[config.mk]
export PLATFORM = sky130hd
export DESIGN_NAME = wm_irq_coalesce
export DESIGN_NICKNAME = d
export VERILOG_FILES = /design/src/rtl/wmic_pkg.sv /design/src/rtl/wmic_status.sv /design/src/rtl/wmic_arm.sv /design/src/rtl/wmic_timer.sv /design/src/rtl/wm_irq_coalesce.sv
export SDC_FILE = /design/constraint.sdc
export NUM_CORES = 1
export LEC_CHECK = 0
export ABC_AREA = 0
export BUFFER_PORTS_ARGS = -buffer_cell sky130_fd_sc_hd__buf_2
export CORE_MARGIN = 4
export CORE_UTILIZATION = 51
export CTS_BUF_LIST = sky130_fd_sc_hd__clkbuf_16
export DETAILED_ROUTE_END_ITERATION = 10
export PLACE_DENSITY = 0.83
export SYNTH_ARGS = -nofsm -noshare
export SYNTH_HDL_FRONTEND = slang
export SYNTH_SLANG_ARGS = --single-unit
export TNS_END_PERCENT = 5
[constraint.sdc]
create_clock -name clk -period 4.5 [get_ports clk]
set_input_delay 0.225 -clock clk [delete_from_list [all_inputs] [get_ports clk]]
set_output_delay 0.225 -clock clk [all_outputs]
set_load 0.005 [all_outputs]
[src/rtl/wmic_pkg.sv]
package wmic_pkg;
  localparam int NSRC       = 8;
  localparam int RXHIGH_BIT = 3;
  localparam int TXLOW_BIT  = 7;
  localparam logic [NSRC-1:0] NODELAY_DEF = 8'hCC;
  typedef logic [NSRC-1:0] src_vec_t;
endpackage

[src/rtl/wmic_status.sv]
module wmic_status
  import wmic_pkg::*;
(
  input  logic     clk,
  input  logic     rst_n,
  input  src_vec_t post_i,
  input  src_vec_t clr_i,
  input  src_vec_t mask_i,
  output src_vec_t st_o,
  output src_vec_t live_o,
  output logic     upd_o
);
  src_vec_t st_q;
  src_vec_t st_d;

  // one next-state lane per source; post has priority over clear
  for (genvar b = 0; b < NSRC; b++) begin : g_lane
    always_comb begin
      if (post_i[b])     st_d[b] = 1'b1;
      else if (clr_i[b]) st_d[b] = 1'b0;
      else               st_d[b] = st_q[b];
    end
  end

  always_ff @(posedge clk or negedge rst_n) begin
    if (!rst_n) st_q <= '0;
    else        st_q <= st_d;
  end

  assign st_o   = st_q;
  assign live_o = st_d & mask_i;
  assign upd_o  = |post_i;

  AST_POST_SETS: assert property (@(posedge clk) disable iff (!rst_n)
    (post_i != '0) |=> ((st_q & $past(post_i)) == $past(post_i)));
  AST_CLEAR_ZEROES: assert property (@(posedge clk) disable iff (!rst_n)
    ((clr_i & ~post_i) != '0) |=> ((st_q & $past(clr_i & ~post_i)) == '0));
endmodule

[src/rtl/wmic_arm.sv]
module wmic_arm (
  input  logic clk,
  input  logic rst_n,
  input  logic upd_i,
  input  logic want_i,
  input  logic evt_i,
  output logic keep_o
);
  logic arm_q;
  logic arm_d;
  logic use_w;

  always_comb begin
    use_w  = upd_i & want_i & arm_q;
    keep_o = want_i & arm_q;
    arm_d  = evt_i | (arm_q & ~use_w);
  end

  always_ff @(posedge clk or negedge rst_n) begin
    if (!rst_n) arm_q <= 1'b0;
    else        arm_q <= arm_d;
  end

  AST_ARM_CONSUMED: assert property (@(posedge clk) disable iff (!rst_n)
    (upd_i && keep_o && !evt_i) |=> !arm_q);
  AST_ARM_SET: assert property (@(posedge clk) disable iff (!rst_n)
    evt_i |=> arm_q);
endmodule

[src/rtl/wmic_timer.sv]
module wmic_timer
  import wmic_pkg::*;
#(
  parameter int       DLY_W   = 8,
  parameter src_vec_t NODELAY = NODELAY_DEF
) (
  input  logic             clk,
  input  logic             rst_n,
  input  src_vec_t         live_i,
  input  src_vec_t         filt_i,
  input  logic [DLY_W-1:0] delay_i,
  output logic             ireq_o
);
  localparam logic [DLY_W-1:0] ONE = DLY_W'(1);

  logic             ireq_q, ireq_d;
  logic             run_q, run_d;
  logic [DLY_W-1:0] cnt_q, cnt_d;
  logic             cnt_en;
  logic             fire_now;

  assign fire_now = (filt_i & NODELAY) != '0;

  always_comb begin
    ireq_d = ireq_q;
    run_d  = run_q;
    cnt_d  = cnt_q;
    cnt_en = 1'b0;
    if (live_i == '0) begin
      ireq_d = 1'b0;
      run_d  = 1'b0;
    end else if (fire_now) begin
      ireq_d = 1'b1;
      run_d  = 1'b0;
    end else if ((filt_i != '0) && !ireq_q && !run_q) begin
      if (delay_i == '0) begin
        ireq_d = 1'b1;
      end else begin
        run_d  = 1'b1;
        cnt_d  = delay_i;
        cnt_en = 1'b1;
      end
    end else if (run_q) begin
      if (cnt_q == ONE) begin
        ireq_d = 1'b1;
        run_d  = 1'b0;
      end else begin
        cnt_d  = cnt_q - ONE;
        cnt_en = 1'b1;
      end
    end
  end

  always_ff @(posedge clk or negedge rst_n) begin
    if (!rst_n) begin
      ireq_q <= 1'b0;
      run_q  <= 1'b0;
    end else begin
      ireq_q <= ireq_d;
      run_q  <= run_d;
    end
  end

  always_ff @(posedge clk or negedge rst_n) begin
    if (!rst_n)      cnt_q <= '0;
    else if (cnt_en) cnt_q <= cnt_d;
  end

  assign ireq_o = ireq_q;

  AST_FAST_PATH: assert property (@(posedge clk) disable iff (!rst_n)
    fire_now |=> ireq_q);
  AST_DROP_ON_EMPTY: assert property (@(posedge clk) disable iff (!rst_n)
    (live_i == '0) |=> !ireq_q);
  AST_EXPIRE: assert property (@(posedge clk) disable iff (!rst_n)
    (run_q && cnt_q == ONE && live_i != '0) |=> ireq_q);
  AST_CANCEL: assert property (@(posedge clk) disable iff (!rst_n)
    (run_q && fire_now) |=> (!run_q && ireq_q));
endmodule

[src/rtl/wm_irq_coalesce.sv]
module wm_irq_coalesce
  import wmic_pkg::*;
#(
  parameter int DLY_W = 8
) (
  input  logic             clk,
  input  logic             rst_n,
  input  logic [7:0]       post_i,
  input  logic [7:0]       clr_i,
  input  logic [7:0]       mask_i,
  input  logic             rx_empty_evt_i,
  input  logic             tx_full_evt_i,
  input  logic             irq_en_i,
  input  logic [DLY_W-1:0] delay_i,
  output logic [7:0]       status_o,
  output logic             irq_o
);
  localparam int NWM = 2;
  localparam int WM_BIT [NWM] = '{RXHIGH_BIT, TXLOW_BIT};

  src_vec_t       st_w, live_w, filt_w;
  logic           upd_w;
  logic [NWM-1:0] keep_w;
  logic [NWM-1:0] evt_w;
  logic           ireq_w;

  assign evt_w = {tx_full_evt_i, rx_empty_evt_i};

  wmic_status u_status (
    .clk    (clk),
    .rst_n  (rst_n),
    .post_i (post_i),
    .clr_i  (clr_i),
    .mask_i (mask_i),
    .st_o   (st_w),
    .live_o (live_w),
    .upd_o  (upd_w)
  );

  for (genvar w = 0; w < NWM; w++) begin : g_wm
    wmic_arm u_arm (
      .clk    (clk),
      .rst_n  (rst_n),
      .upd_i  (upd_w),
      .want_i (live_w[WM_BIT[w]]),
      .evt_i  (evt_w[w]),
      .keep_o (keep_w[w])
    );
  end

  always_comb begin
    filt_w = upd_w ? live_w : '0;
    for (int w = 0; w < NWM; w++) begin
      filt_w[WM_BIT[w]] = upd_w & keep_w[w];
    end
  end

  wmic_timer #(.DLY_W(DLY_W), .NODELAY(NODELAY_DEF)) u_timer (
    .clk     (clk),
    .rst_n   (rst_n),
    .live_i  (live_w),
    .filt_i  (filt_w),
    .delay_i (delay_i),
    .ireq_o  (ireq_w)
  );

  assign status_o = st_w;
  assign irq_o    = ireq_w & irq_en_i;

  AST_MASKED_NO_TRIGGER: assert property (@(posedge clk) disable iff (!rst_n)
    ((filt_w & ~mask_i) == '0));
  AST_UNARMED_BLOCKED: assert property (@(posedge clk) disable iff (!rst_n)
    (post_i == 8'h08 && !keep_w[0] && st_w == '0 && !ireq_w) |=> !ireq_w);
endmodule

Word-level counts from Yosys, hierarchy flattened
Index checks and enable logic that the tools add are counted.
{ "op_classes": {"n_addsub": 1, "n_reduce_logical": 14, "bitwise_logic": 18, "mux": 37, "eq_ne": 5} }
{ "ops": {"columns": ["operator", "n"], "rows": [
  ["$mux 1", 32],
  ["$mux 8", 4],
  ["$logic_not 8->1", 2],
  ["$reduce_bool 8->1", 2],
  ["$and 1x1->1", 11],
  ["$and 8x8->8", 1],
  ["$eq 8x1->1 const B", 1],
  ["$ne 4x2->1 const B", 2],
  ["$reduce_bool 4->1", 2],
  ["$reduce_or 8->1", 1],
  ["$sub 8x1->8 const B", 1],
  ["$mux 7", 1],
  ["$reduce_and 6->1", 1],
  ["$not 1->1", 4],
  ["$reduce_and 3->1", 1],
  ["$logic_and 1x1->1", 2],
  ["$logic_not 1->1", 2],
  ["$ne 2x1->1 const B", 1],
  ["$ne 2x2->1 const B", 1],
  ["$or 1x1->1", 2],
  ["$reduce_bool 2->1", 1]
]} }
{ "word_totals": {"output_inout_bits": 9, "reg_bits": 20, "inputBits": 37} }

Longest topological paths before layout
{ "depth": {"depth_word": 12, "mapped_depth": 9} }

Cells and area by module
Synthesis repeated with hierarchy kept, for this count alone.
{ "hier_totals": {"cells_unflattened": 139, "hier_area_um2": 1261.2} }
{ "by_module_without_submodules": {"columns": ["mod", "seq_area_each_um2", "area_per_inst_um2", "instances", "cells_each"], "rows": [
  ["wmic_timer", 250.2, 740.7, 1, 87],
  ["wmic_status", 200.2, 376.6, 1, 35],
  ["wmic_arm", 25.0, 43.8, 2, 4],
  ["wm_irq_coalesce", 0.0, 56.3, 1, 9]
]} }

Worst setup path after synthesis
No wires, ideal clock.
{ "synth_path": {"path_type": "register -> register", "from": "reg u_status.st_q[3], in the netlist u_status.st_o[3]", "to": "reg u_timer.cnt_q[5]", "path_slack_ns": 2.522, "t_arrival_ns": 1.857, "period_less_slack_ns": 1.978, "setup_ns": 0.121, "stages_incl_launch_ff": 9, "required_ns": 4.379, "cell_sequence": "dfrtp_1 -> nor2b_1 -> o211a_1 -> a221o_1 -> o31ai_2 -> o21bai_2 -> and2_1 -> buf_6 -> a22o_1"} }
{ "synth_via": {"elab_chain_cells": 12, "elab_cells_between_ends": 20, "classes_between": "eq/ne (2); mux (6); bitwise (5); reduce/logical (7)"} }
{ "synth_rtl": {"columns": ["element", "line", "rtl"], "rows": [
  ["from (decl)", "wmic_status.sv:13", "src_vec_t st_q;"],
  ["from (signal assigned)", "wmic_status.sv:27", "else st_q <= st_d;"],
  ["$mux 1 *", "wmic_status.sv:20", "else if (clr_i[b]) st_d[b] = 1'b0;"],
  ["$mux 1 *", "wmic_status.sv:19", "if (post_i[b]) st_d[b] = 1'b1;"],
  ["$and 8x8->8 *", "wmic_status.sv:31", "assign live_o = st_d & mask_i;"],
  ["$and 1x1->1", "wmic_arm.sv:15", "keep_o = want_i & arm_q;"],
  ["$and 1x1->1", "wm_irq_coalesce.sv:54", "filt_w[WM_BIT[w]] = upd_w & keep_w[w];"],
  ["$reduce_bool 8->1", "wmic_timer.sv:35", "end else if ((filt_i != '0) && !ireq_q && !run_q) begin"],
  ["$logic_and 1x1->1 (2 in series)", "wmic_timer.sv:35", null],
  ["$mux 1", "wmic_timer.sv:35", null],
  ["$mux 1", "wmic_timer.sv:32", "end else if (fire_now) begin"],
  ["$mux 1", "wmic_timer.sv:29", "if (live_i == '0) begin"],
  ["$reduce_and 6->1 (no line)", null, null],
  ["to (signal assigned)", "wmic_timer.sv:66", "else if (cnt_en) cnt_q <= cnt_d;"],
  ["to (decl)", "wmic_timer.sv:18", "logic [DLY_W-1:0] cnt_q, cnt_d;"]
]} }
Mark *: on every way between the ends. The rest lies on a longest branch, timed or not.
A chain may end at the register's enable or synchronous reset.

Final worst setup path
Ends and elaborated chain as after synthesis.

==> reports/summary.md <==
The layout-stage area growth over the synthesis result was 31.11%; the total nets after synthesis was 163. The number of antenna-violating nets in the routed design was 0. Summing all non-filler instances in the final layout gives an area of 1524 um2.

The longest clock path from root to sink contains 2 buffers. The run gives 0 as the count of final max-slew check failures. In this run the power density over the cells is 442.1 nW/um2. In this run the power spent charging and discharging nets is 196.0 uW.

The top cell types in the final layout, fill and taps aside, are sky130_fd_sc_hd__buf_2, sky130_fd_sc_hd__dfrtp_1, sky130_fd_sc_hd__o21ai_0. The worst min-delay path category was in2reg. The main flop type after synthesis is sky130_fd_sc_hd__dfrtp_1. The leading cell type in the layout, fill and taps excluded was sky130_fd_sc_hd__buf_2. Setup repair after global routing left no endpoint under its margin. Among all stages on the critical path, the largest delay is contributed by sky130_fd_sc_hd__and2_1. The average routed wire per standard cell works out to 14.21 um.

Once placement finished, the instance area stood at 1409 um2. For the core outline area, the log shows 2191 um2. For this run, the total global-route usage over all layers was measured as 19.69%.

For the number of resized instances in the post-cts repair step, the log shows 0. The measured slew at the worst slew-check pin is 0.4335 ns. The HPWL after detailed placement is 2210 um.

The internal power of the cells totals 477.7 uW. The floorplan step defined a die boundary enclosing 3107 um2. After synthesis the cells add up to 1162 um2. In this run the tightest slew margin relative to its limit is 71.10%. The share of the cycle needed by the critical path after routing came out at 51.23%. Combinational logic is responsible for 25.7% of the overall power.

The hold violation count in the final report was 0; the biggest cell delay along the critical path was 0.40 ns. The number of buffers added by the clock tree synthesis step is 3. The largest fanout on the critical path works out to 9. Yosys printed 0 warnings. The post-synthesis instance total was 124; the share of power burned in the clock network was 35.3%. The power share of the sequential group was 39.0%.

The number of synthesized register bits was 20. The number of different library cells in the post-synthesis netlist came out at 37. For this configuration, the core starts out at a cell density of 53.06%. The total overflow left after global routing is 0. Worst-skew pair later-pin latency: 0.25 ns. TritonCTS built the clock tree. The register area share after synthesis is 43.06%. The number of cell rows was 17; the data required time of the critical path was 4.69 ns. After clock tree synthesis, the clock-pin slew on the worst setup and hold paths is 0.05 ns. Floorplan die width: 55.74 um.

STA classifies the critical path endpoint as a register. The number of nets in the layout is 212. The switching share of power is 29.10%, and the post-route DRC violation count is 0. The tools report the routed wire length as 2841 um. The tools report the number of search-and-repair iterations in the first detailed-routing pass as 4. The tools report the largest voltage drop on the vdd net as 0.2680 mV. The flow ran to the end, and the final reports show no timing, DRC or antenna violations. The fmax was 433.7 MHz. Each instance of the synthesized netlist takes up on average 9.374 um2. The run gives 1 as the deepest level of the CTS H-tree. 46 I/O pins were placed.

The first routing iteration left 29 violations. The worst setup path is launched from a register. The initial antenna violation count is 0, and the cell count after placement is 195.

The first global-routing pass estimated 5092 um of wire. The antenna cell count came out at 0. Measured along the y axis, the die boundary spans 55.74 um. The share of cells above drive strength 1 works out to 36.05%. Leaving out filler cells and counting taps, the final layout contains 200. The final critical path time including I/O delays and setup is 2.306 ns. The worst setup path is of the reg2reg kind.

Measured on the finished design, the core utilization comes to 69.56%. The run gives 0.0007217 uW as the static leakage. The logs give 0.8678 for the placer's final routability congestion estimate and 0.001703 ns for the setup skew after layout. For the max-capacitance violation count, the log shows 0. In this run the clock root is driven by a sky130_fd_sc_hd__clkbuf_16.

Using the TritonRoute via totals, the vias-per-cell ratio works out to 5.545. Counting flops with a built-in enable in the synthesized netlist gives 0. Walking the worst path, the cells encountered are nor2b_1, o211a_1, a221o_1, o22a_1, nor3_4, and2_1, a22o_1. The logs give 1,109 for the number of vias in the routed layout and 0 for the final setup violation count.

Largest net degree at the start of global routing: 21. The clock net in this run drives a total of 20 sinks. The logs give 1,180 for the via count of the first global-routing pass and 0 ns for the total negative slack for setup checks.

The count of buffers from port buffering was 45; the post-synthesis async set-or-reset flop share was 100.0%. For the worst setup path, the data arrival time is 2.49 ns.
power groups by stage:
stage               logic (uW)  registers [uW]  clock network, uW
floorplan                  121             254                  0
global placement           164             261                  0
detailed placement         171             264                  0
CTS                        175             261                242
global route               201             271                249
finish                     173             263                238
path summary, 6_finish.rpt:
| check | start | end | slack, ns | cells past startpoint |
|---|---|---|---|---|
| hold / removal | rx_empty_evt_i | g_wm[0].u_arm.arm_q | 0.17 | 2 |
| min in group asynchronous | rst_n | u_timer.cnt_q[6] | 0.45 | 2 |
| max in group asynchronous | rst_n | u_status.st_o[4] | 3.75 | 2 |
| setup / recovery | u_status.st_o[3] | u_timer.cnt_q[5] | 2.19 | 7 |
| setup reg to reg | u_status.st_o[3] | u_timer.cnt_q[5] | 2.19 | 7 |
| hold reg to reg | u_timer.cnt_q[3] | u_timer.cnt_q[3] | 0.51 | 1 |
state kept, by name, summed over array words and instances (netlist names):
name              cells
u_timer.ireq_o        1
u_timer.cnt_q         8
g_wm.u_arm.arm_q      2
u_status.st_o         8
u_timer.run_q         1
critical path: cells and delay by family, from the launching register on:
| kind | cells | cell delay (ns) |
|---|---|---|
| DFF | 1 | 0.36 |
| AOI/OAI and AO/OA | 4 | 0.97 |
| and+or+nand+nor | 3 | 0.91 |
synthesized netlist by cell type (all sizes together), types with 2 or more instances:
library cell  instances  share of area [%]
and2                  2                1.1
ha                    2                2.2
nor2b                 5                2.7
nand4                 2                1.1
dfrtp                20                 43
or2                   5                2.7
a21o                  3                1.9
o31ai                 4                3.0
a22o                  3                2.3
a31oi                 4                2.2
a21oi                 7                3.0
nand3                 6                2.6
nor2                  6                1.9
nor3                  7                4.4
inv                   7                2.3
buf                   3                2.3
o21bai                2                1.6
nand2b                3                1.6
or4                   4                2.6
o21ai                12                5.2
nand2                 6                1.9
timing repair:
action / 4_1_cts / 5_1_grt
endpoints found under the hold margin: 20 / 0
hold buffers: 1 / 0
setup buffers: 0 / 0
layout make-up:
type | instances | area, um2
Clock buffer | 3 | 75.07
Clock inverter | 1 | 30.03
Fill cell | 176 | 666.9
Inverter | 7 | 26.28
Multi-Input combinational cell | 94 | 614.3
Sequential cell | 20 | 500.5
Tap cell | 28 | 35.03
Timing Repair Buffer | 47 | 242.7
routing by layer:
metal	track usage, %	part of all wire (%)	vias to the layer above
met5	0	0	-
li1	-	-	550
met2	29.56	45	56
met4	11.11	2.5	0
met1	24.71	42	493
met3	6.497	10	10
per-stage QoR:
| step | power (uW) | worst slack (ns) | hold slack, ns |
|---|---|---|---|
| floorplan | 375.3 | 2.522 | -0.07059 |
| global placement | 425.7 | 2.289 | 0.1916 |
| detailed placement | 434.8 | 2.207 | 0.1936 |
| CTS | 678.4 | 2.188 | 0.1661 |
| global route | 720.5 | 2.034 | 0.1726 |
| finish | 673.8 | 2.195 | 0.1705 |
logic make-up after synthesis:
logic type	share of synthesized area, %
AOI/OAI and AO/OA	22.93
adders and majority gates	2.153
buffers and inverters	4.521
DFF	43.06
muxes	1.830
and+or+nand+nor	25.51
Power figures use the tool's default switching activity.
